<file path="src/rtl/bfx_pkg.sv">
package bfx_pkg;
  localparam int unsigned BFX_LW    = 32;
  localparam int unsigned BFX_WIN_W = 64;

  typedef struct packed {
    logic n;
    logic z;
    logic c;
  } bfx_flags_t;
endpackage

</file>
<file path="src/rtl/bfx_align.sv">
module bfx_align #(
  parameter int unsigned LW    = 32,
  parameter int unsigned WIN_W = 64
) (
  input  logic [WIN_W-1:0]       src_win,
  input  logic [$clog2(LW)-1:0]  bit_pos,
  input  logic [$clog2(LW):0]    field_size,
  output logic [LW-1:0]          field,
  output logic [LW-1:0]          mask
);
  localparam int unsigned SZW = $clog2(LW) + 1;

  logic [WIN_W-1:0] shifted;
  logic [LW:0]      one_at_size;

  always_comb begin
    shifted     = src_win >> bit_pos;
    one_at_size = (LW+1)'(1) << field_size;
    // a size of LW wraps to zero here, so subtracting one gives all ones
    mask        = one_at_size[LW-1:0] - LW'(1);
    field       = shifted[LW-1:0] & mask;
  end

  logic unused_sz;
  assign unused_sz = ^{shifted[WIN_W-1:LW], one_at_size[LW], SZW'(0)};
endmodule

</file>
<file path="src/rtl/bfx_extend.sv">
module bfx_extend #(
  parameter int unsigned LW = 32
) (
  input  logic [LW-1:0] field,
  input  logic [LW-1:0] mask,
  input  logic          sign_ext,
  output logic [LW-1:0] ext
);
  logic [LW-1:0] top_bit;
  logic          sbit;

  always_comb begin
    top_bit = mask & ~(mask >> 1);
    sbit    = |(field & top_bit);
    ext     = (sign_ext && sbit) ? (field | ~mask) : field;
  end

  // zero fill leaves nothing above the field
  always_comb begin
    if (!sign_ext) begin
      p_zero_above_r2: assert ((ext & ~mask) == '0);
    end
  end
endmodule

</file>
<file path="src/rtl/bfx_compare.sv">
module bfx_compare
  import bfx_pkg::*;
#(
  parameter int unsigned LW = 32
) (
  input  logic [LW-1:0] ext,
  input  logic [LW-1:0] operand,
  output bfx_flags_t    flags
);
  logic [LW:0] diff;

  always_comb begin
    diff    = {1'b0, ext} - {1'b0, operand};
    flags.c = diff[LW];
    flags.z = (diff[LW-1:0] == '0);
    flags.n = (ext[LW-1] ^ operand[LW-1]) ? ext[LW-1] : diff[LW-1];
  end

  // equality excludes both less-than outcomes
  always_comb begin
    if (flags.z) begin
      p_eq_excl_r8: assert (!flags.n && !flags.c);
    end
  end
endmodule

</file>
<file path="src/rtl/bfx_unit.sv">
module bfx_unit
  import bfx_pkg::*;
#(
  parameter int unsigned LW    = BFX_LW,
  parameter int unsigned WIN_W = BFX_WIN_W
) (
  input  logic                   clk,
  input  logic                   rst_n,
  input  logic                   start,
  input  logic                   cmp_mode,
  input  logic                   sign_ext,
  input  logic [$clog2(LW)-1:0]  bit_pos,
  input  logic [$clog2(LW):0]    field_size,
  input  logic [WIN_W-1:0]       src_win,
  input  logic [LW-1:0]          cmp_operand,
  output logic                   res_valid,
  output logic [LW-1:0]          result,
  output logic                   flag_n,
  output logic                   flag_z,
  output logic                   flag_c,
  output logic                   rsvd_fault
);
  localparam int unsigned SZW = $clog2(LW) + 1;

  logic [LW-1:0] field, mask, ext;
  bfx_flags_t    cmp_flags;
  logic          oversize;

  bfx_align #(.LW(LW), .WIN_W(WIN_W)) u_align (
    .src_win(src_win), .bit_pos(bit_pos), .field_size(field_size),
    .field(field), .mask(mask)
  );

  bfx_extend #(.LW(LW)) u_extend (
    .field(field), .mask(mask), .sign_ext(sign_ext), .ext(ext)
  );

  bfx_compare #(.LW(LW)) u_cmp (
    .ext(ext), .operand(cmp_operand), .flags(cmp_flags)
  );

  assign oversize = (field_size > SZW'(LW));

  logic          valid_q, valid_d;
  logic          fault_q, fault_d;
  logic          cmp_q, cmp_d;
  logic [LW-1:0] res_q, res_d;
  bfx_flags_t    flg_q, flg_d;
  logic          upd_en;

  assign upd_en = start;

  always_comb begin
    valid_d = start;
    fault_d = fault_q;
    cmp_d   = cmp_q;
    res_d   = res_q;
    flg_d   = flg_q;
    if (upd_en) begin
      fault_d = oversize;
      cmp_d   = cmp_mode;
      if (oversize) begin
        res_d = '0;
        flg_d = '0;
      end else if (cmp_mode) begin
        res_d = '0;
        flg_d = cmp_flags;
      end else begin
        res_d   = ext;
        flg_d.n = ext[LW-1];
        flg_d.z = (ext == '0);
        flg_d.c = 1'b0;
      end
    end
  end

  always_ff @(posedge clk or negedge rst_n) begin
    if (!rst_n) begin
      valid_q <= 1'b0;
      fault_q <= 1'b0;
      cmp_q   <= 1'b0;
      res_q   <= '0;
      flg_q   <= '0;
    end else begin
      valid_q <= valid_d;
      fault_q <= fault_d;
      cmp_q   <= cmp_d;
      res_q   <= res_d;
      flg_q   <= flg_d;
    end
  end

  assign res_valid  = valid_q;
  assign result     = res_q;
  assign flag_n     = flg_q.n;
  assign flag_z     = flg_q.z;
  assign flag_c     = flg_q.c;
  assign rsvd_fault = fault_q;

  p_valid_follows_r1: assert property (@(posedge clk) disable iff (!rst_n)
    start |=> res_valid);
  p_no_spurious_valid_r1: assert property (@(posedge clk) disable iff (!rst_n)
    !start |=> !res_valid);
  p_hold_r10: assert property (@(posedge clk) disable iff (!rst_n)
    !start |=> ($stable(result) && $stable(rsvd_fault) && $stable(flag_z)));
  p_oversize_r6: assert property (@(posedge clk) disable iff (!rst_n)
    (start && oversize) |=> (rsvd_fault && result == '0 && !flag_n && !flag_z && !flag_c));
  p_extract_flags_r7: assert property (@(posedge clk) disable iff (!rst_n)
    (res_valid && !rsvd_fault && !cmp_q) |->
      (flag_n == result[LW-1] && flag_z == (result == '0) && !flag_c));
  p_cmp_no_result_r8: assert property (@(posedge clk) disable iff (!rst_n)
    (res_valid && cmp_q) |-> (result == '0));
endmodule

</file>
<file path="config.mk">
export PLATFORM = sky130hd
export DESIGN_NAME = bfx_unit
export DESIGN_NICKNAME = d
export VERILOG_FILES = /design/src/rtl/bfx_pkg.sv /design/src/rtl/bfx_align.sv /design/src/rtl/bfx_extend.sv /design/src/rtl/bfx_compare.sv /design/src/rtl/bfx_unit.sv
export SDC_FILE = /design/constraint.sdc
export NUM_CORES = 1
export LEC_CHECK = 0
export CORE_MARGIN = 8
export CORE_UTILIZATION = 40
export DETAILED_ROUTE_END_ITERATION = 8
export GPL_TIMING_DRIVEN = 0
export PLACE_DENSITY = 0.76
export SLEW_MARGIN = 30
export SYNTH_ARGS = -nofsm -noshare
export SYNTH_HDL_FRONTEND = slang
export SYNTH_HIERARCHICAL = 1
export SYNTH_SLANG_ARGS = --single-unit
export TNS_END_PERCENT = 50
</file>
<file path="constraint.sdc">
create_clock -name clk -period 0.97 [get_ports clk]
set_input_delay 0.194 -clock clk [delete_from_list [all_inputs] [get_ports clk]]
set_output_delay 0.194 -clock clk [all_outputs]
set_load 0.1 [all_outputs]
</file>
# == Word level (Yosys, flattened, before mapping) ==
# Cells that the tools add are included.
# word_totals
register_bits,37
out_inout_bits,37
wordCells,28
# op_classes
n_addsub,2
order_cmp,1
shift,2
mux,6
n_bitwise,7
reduce_logical,4
# ops
operator,n
$and A32 B32 Y32,3
$mux W32,3
$logic_not A32 Y1,2
$shr A64 B5 Y32,1
$sub A32 B32 Y33,1
$not A31 Y32,1
$not A32 Y32,1
$or A32 B32 Y32,1
$reduce_or A32 Y1,1
$shl A1 B6 Y32 const A,1
$sub A32 B1 Y32 const B,1
$gt A6 B6 Y1 const B,1
$mux W3,2
$logic_and A1 B1 Y1,1
$mux W1,1
$xor A1 B1 Y1,1

# == Longest topological paths before layout ==
# depth
word_depth,12
ltp_mapped,42

# == Cells and area by module ==
# Netlist, hierarchy kept.
# modules_own_cells
module,n_inst,cells_per_inst,area_per_inst_um2,seq_area_each_um2
bfx_align,1,452,4187.8,0.0
bfx_compare,1,299,1973.1,0.0
bfx_unit,1,100,1488.9,925.9
bfx_extend,1,79,616.8,0.0

# == Worst setup path after synthesis ==
# OpenSTA, ideal clock, no wires.
# synth_timing
path_type,input to register
start,input field_size[5]
end,register flg_q (netlist bit flag_z)
arrival_ns,8.225
required_time_ns,0.903
slack_ns,-7.322
path_stages,40
path_cell_list,clkbuf_1 nor2_1 inv_2 nor2_1 nand3b_1 ha_1 or4_1 or2_0 a221oi_1 nand3b_1 nand4_1 or3_1 o41ai_4 buf_6 o21bai_1 ha_1 nand2_1 or3_1 [4 not listed] a21oi_1 o21ai_1 a21o_1 a21oi_1 fa_1 nand3_1 nor4_1 o311ai_1 a2111oi_2 o2111ai_1 a2111oi_2 nand3_1 a2111oi_2 nand4_1 nor4_2 nand3_1 nor2_1 a211o_1
# synth_rtl
element,line_no,text
from (decl),bfx_unit.sv:13,"input logic [$clog2(LW):0] field_size,"
to (signal assigned),bfx_unit.sv:89,flg_q <= flg_d;
to (decl),bfx_unit.sv:48,"bfx_flags_t flg_q, flg_d;"

==> reports/qor.yml <==
status: "complete, but fails checks"
violations: "negative setup slack"
arrival_ps: 8480
grt_usage_pct: 25.9
fmax_mhz: 121
vias: 9496
crit_top_cell: "o21ai_2"
fin_ws_ps: -7290
async_flop_share_pct: 100
core-area_um2: 20200
grt_pass1_vias: 9138
relSlewSlack_pct: 33.7
antenna_found_initial: 0
worstPathMaxFanout: 5
rsz0062_at_grt: "true"
cts_max_path_buffers: 2
syn2layout_area_growth_pct: 46.2
max_cap_violations: 0
layout_min_cycle_time_ps: 8260
r2r-start: "result[19]"
r2r_cells: 1
hold_class: "in -> async"
cts.sinks: 37
final_nets: 1304
clkTransAtPathRegs_ps: 60
grt_max_degree: 28
p_per_area_nw_per_um2: 1200
r2r_end: "result[19]"
yosys_warnings: 6
overflow: 0
critPathRequiredTime_ps: 1200
ios: 149
synthesis.nets: 1077
crit_slowest_cell: "fa_2"
max_stage_delay_ps: 560
hold_viol: 0
drtIter0Drc: 984
place_congestion: 1.00
hold-worst-slack_ps: 326
die_h_um: 160
diodes: 0
critical_path_class: "in -> reg"
cts_buffers: 5
synth_edf_count: 0
cts_root_buf: "clkbuf_16"
preCtsSetupSlack_ps: -8750
clk_latency_ps: 280
vdd_drop_max_mv: 0.691
wire_per_inst_um: 24.8
syn_area_um2: 8270
cp-start-kind: "input port"
synth_cells: 930
p_leak_nw: 4.77
ff2ff_setup_slack_ps: 130
ys_seq_area_share_pct: 11.2
cts_max_level: 2
drive_above_1_share_pct: 36.5
maxSlewViolCount: 0
rows: 52
setup_viol: 73
synth-main-ff-cell: "dfrtp_1"
drc: 0
end_kind: "register"
fin_crit_sh_pct: 851
synth_cell_type_count: 89
grt_pass1_wl_mm: 53.6
first_pass_iters: 6
postRouteAntennaNets: 0
ys_ff_latch: 37
cts_tree: "done"
vias_per_cell: 6.65
skew_ps: 0
dp_hpwl_mm: 27.3
portBuffers: 144
routed_wl_mm: 35.4
start_util_pct: 40.9
final_common_cell: "clkdlybuf4s50_1"
tightest_slew_ps: 992
final_cell_mix: "93 x clkdlybuf4s50_1, 76 x mux4_2, 66 x buf_4, 55 x nand2_1, 53 x inv_1"
nFillCells: 1709
fp.dieW_um: 160
die-area_um2: 25500
syn_avg_cell_area_um2: 8.89
## state kept, by name (all words and copies together) (netlist names)
name / count
rsvd_fault: 1
flag_c: 1
res_valid: 1
flag_n: 1
result: 32
flag_z: 1
## how the worst max path moves through the flow
stage                             start      to  slack, ps  depth (start not counted)
final                     field_size[3]  flag_z      -7290                         41
after global routing        src_win[42]  flag_z      -7560                         37
after CTS                 field_size[3]  flag_z      -7540                         40
after detailed placement  field_size[5]  flag_z      -8750                         42
after global placement    field_size[5]  flag_z      -8700                         42
after floorplan           field_size[3]  flag_z      -6460                         40
## report_power, final
group	internal [W]	switching, W	leakage (nW)
Clock	0.00148	0.000701	0.0944
Combinational	0.00470	0.00583	4.19
Sequential	0.00167	0.000143	0.494
## layout make-up
| cell class | instances | area [um2] | area share (%) |
|---|---|---|---|
| buffer | 62 | 478 | 3.95 |
| clock buffer | 5 | 125 | 1.04 |
| clock inverter | 3 | 68.8 | 0.569 |
| inverter | 60 | 230 | 1.90 |
| multi-input combinational | 770 | 7560 | 62.5 |
| sequential | 37 | 927 | 7.67 |
| tap | 270 | 338 | 2.80 |
| timing repair buffer | 221 | 2360 | 19.5 |
## synthesized netlist by cell type (6+ instances only)
cell type  count  share of area (%)
buf_4          7               0.64
mux2i_1       22                2.7
a21oi_1       38                2.3
nor4_1        16                1.2
a22o_1         7               0.74
or3_1         10               0.76
clkbuf_1      28                1.3
a211oi_1       9               0.82
nand2_1       60                2.7
nand2b_1      13               0.98
o22ai_1       29                2.2
a221oi_1       8               0.85
buf_2         13               0.79
o21ai_1        8               0.48
o21bai_1      32                2.9
nand3_1       25                1.5
nand3b_1      31                2.8
a31oi_1        6               0.45
nor3_1        21                1.3
mux2_2        26                3.5
nor3b_1        7               0.64
mux4_2        76                 21
a22o_2        29                3.5
and2_1         7               0.53
or2_2          9               0.68
a21o_1        10               0.91
o21ai_0       32                1.9
nor2b_1       10               0.76
buf_6          8                1.1
xor2_1        11                1.2
ha_1          33                5.0
inv_1         54                2.5
dfrtp_1       37                 11
xnor2_1       11                1.2
nand4_1       13               0.98
o21a_1        12                1.1
nor2_1        50                2.3
## per-layer routing
metal	track usage [%]	vias to the layer above	part of all wire, %
li1	-	4161	-
met1	35.0	4545	41
met2	40.1	676	45
met3	5.30	114	9.4
met4	9.61	0	4.3
met5	0	-	0
## worst max-delay path, delay by kind of cell
family	cells	cell delay, ps
fa+ha+maj	3	1080
simple gates	16	3250
buf+inv	5	720
compound gates	17	3230
## cell families after synthesis
kind of cell / synth area share (%)
and+or+nand+nor: 19.9
AOI/OAI and AO/OA: 26.1
muxes: 27.8
buffers and inverters: 7.23
DFF: 11.2
adders and majority gates: 5.48
xor gates and xnor gates: 2.33
## per-stage QoR
step,util (%),TNS [ps],std cells,power (W),cell area (um2)
final,59.7,-123130,1428,0.0145,12100
after global routing,59.7,-125950,1428,0.0152,12100
after CTS,56.8,-140080,1400,0.0136,11500
after detailed placement,51.4,-177910,1345,0.0104,10400
after global placement,51.3,-219740,1344,0.0104,10400
after floorplan,-,-104630,930,0.00795,8610
## timing repair
item                                    4_1_cts  5_1_grt
gates cloned                                  2        1
endpoints found under the setup margin       73       73
hold buffers                                  1        0
endpoints found under the hold margin        10        0
buffers inserted                             44       30
gates resized for setup                     227      206
pin swaps                                    52       73
No activity file was read; power rests on OpenSTA's default activity.
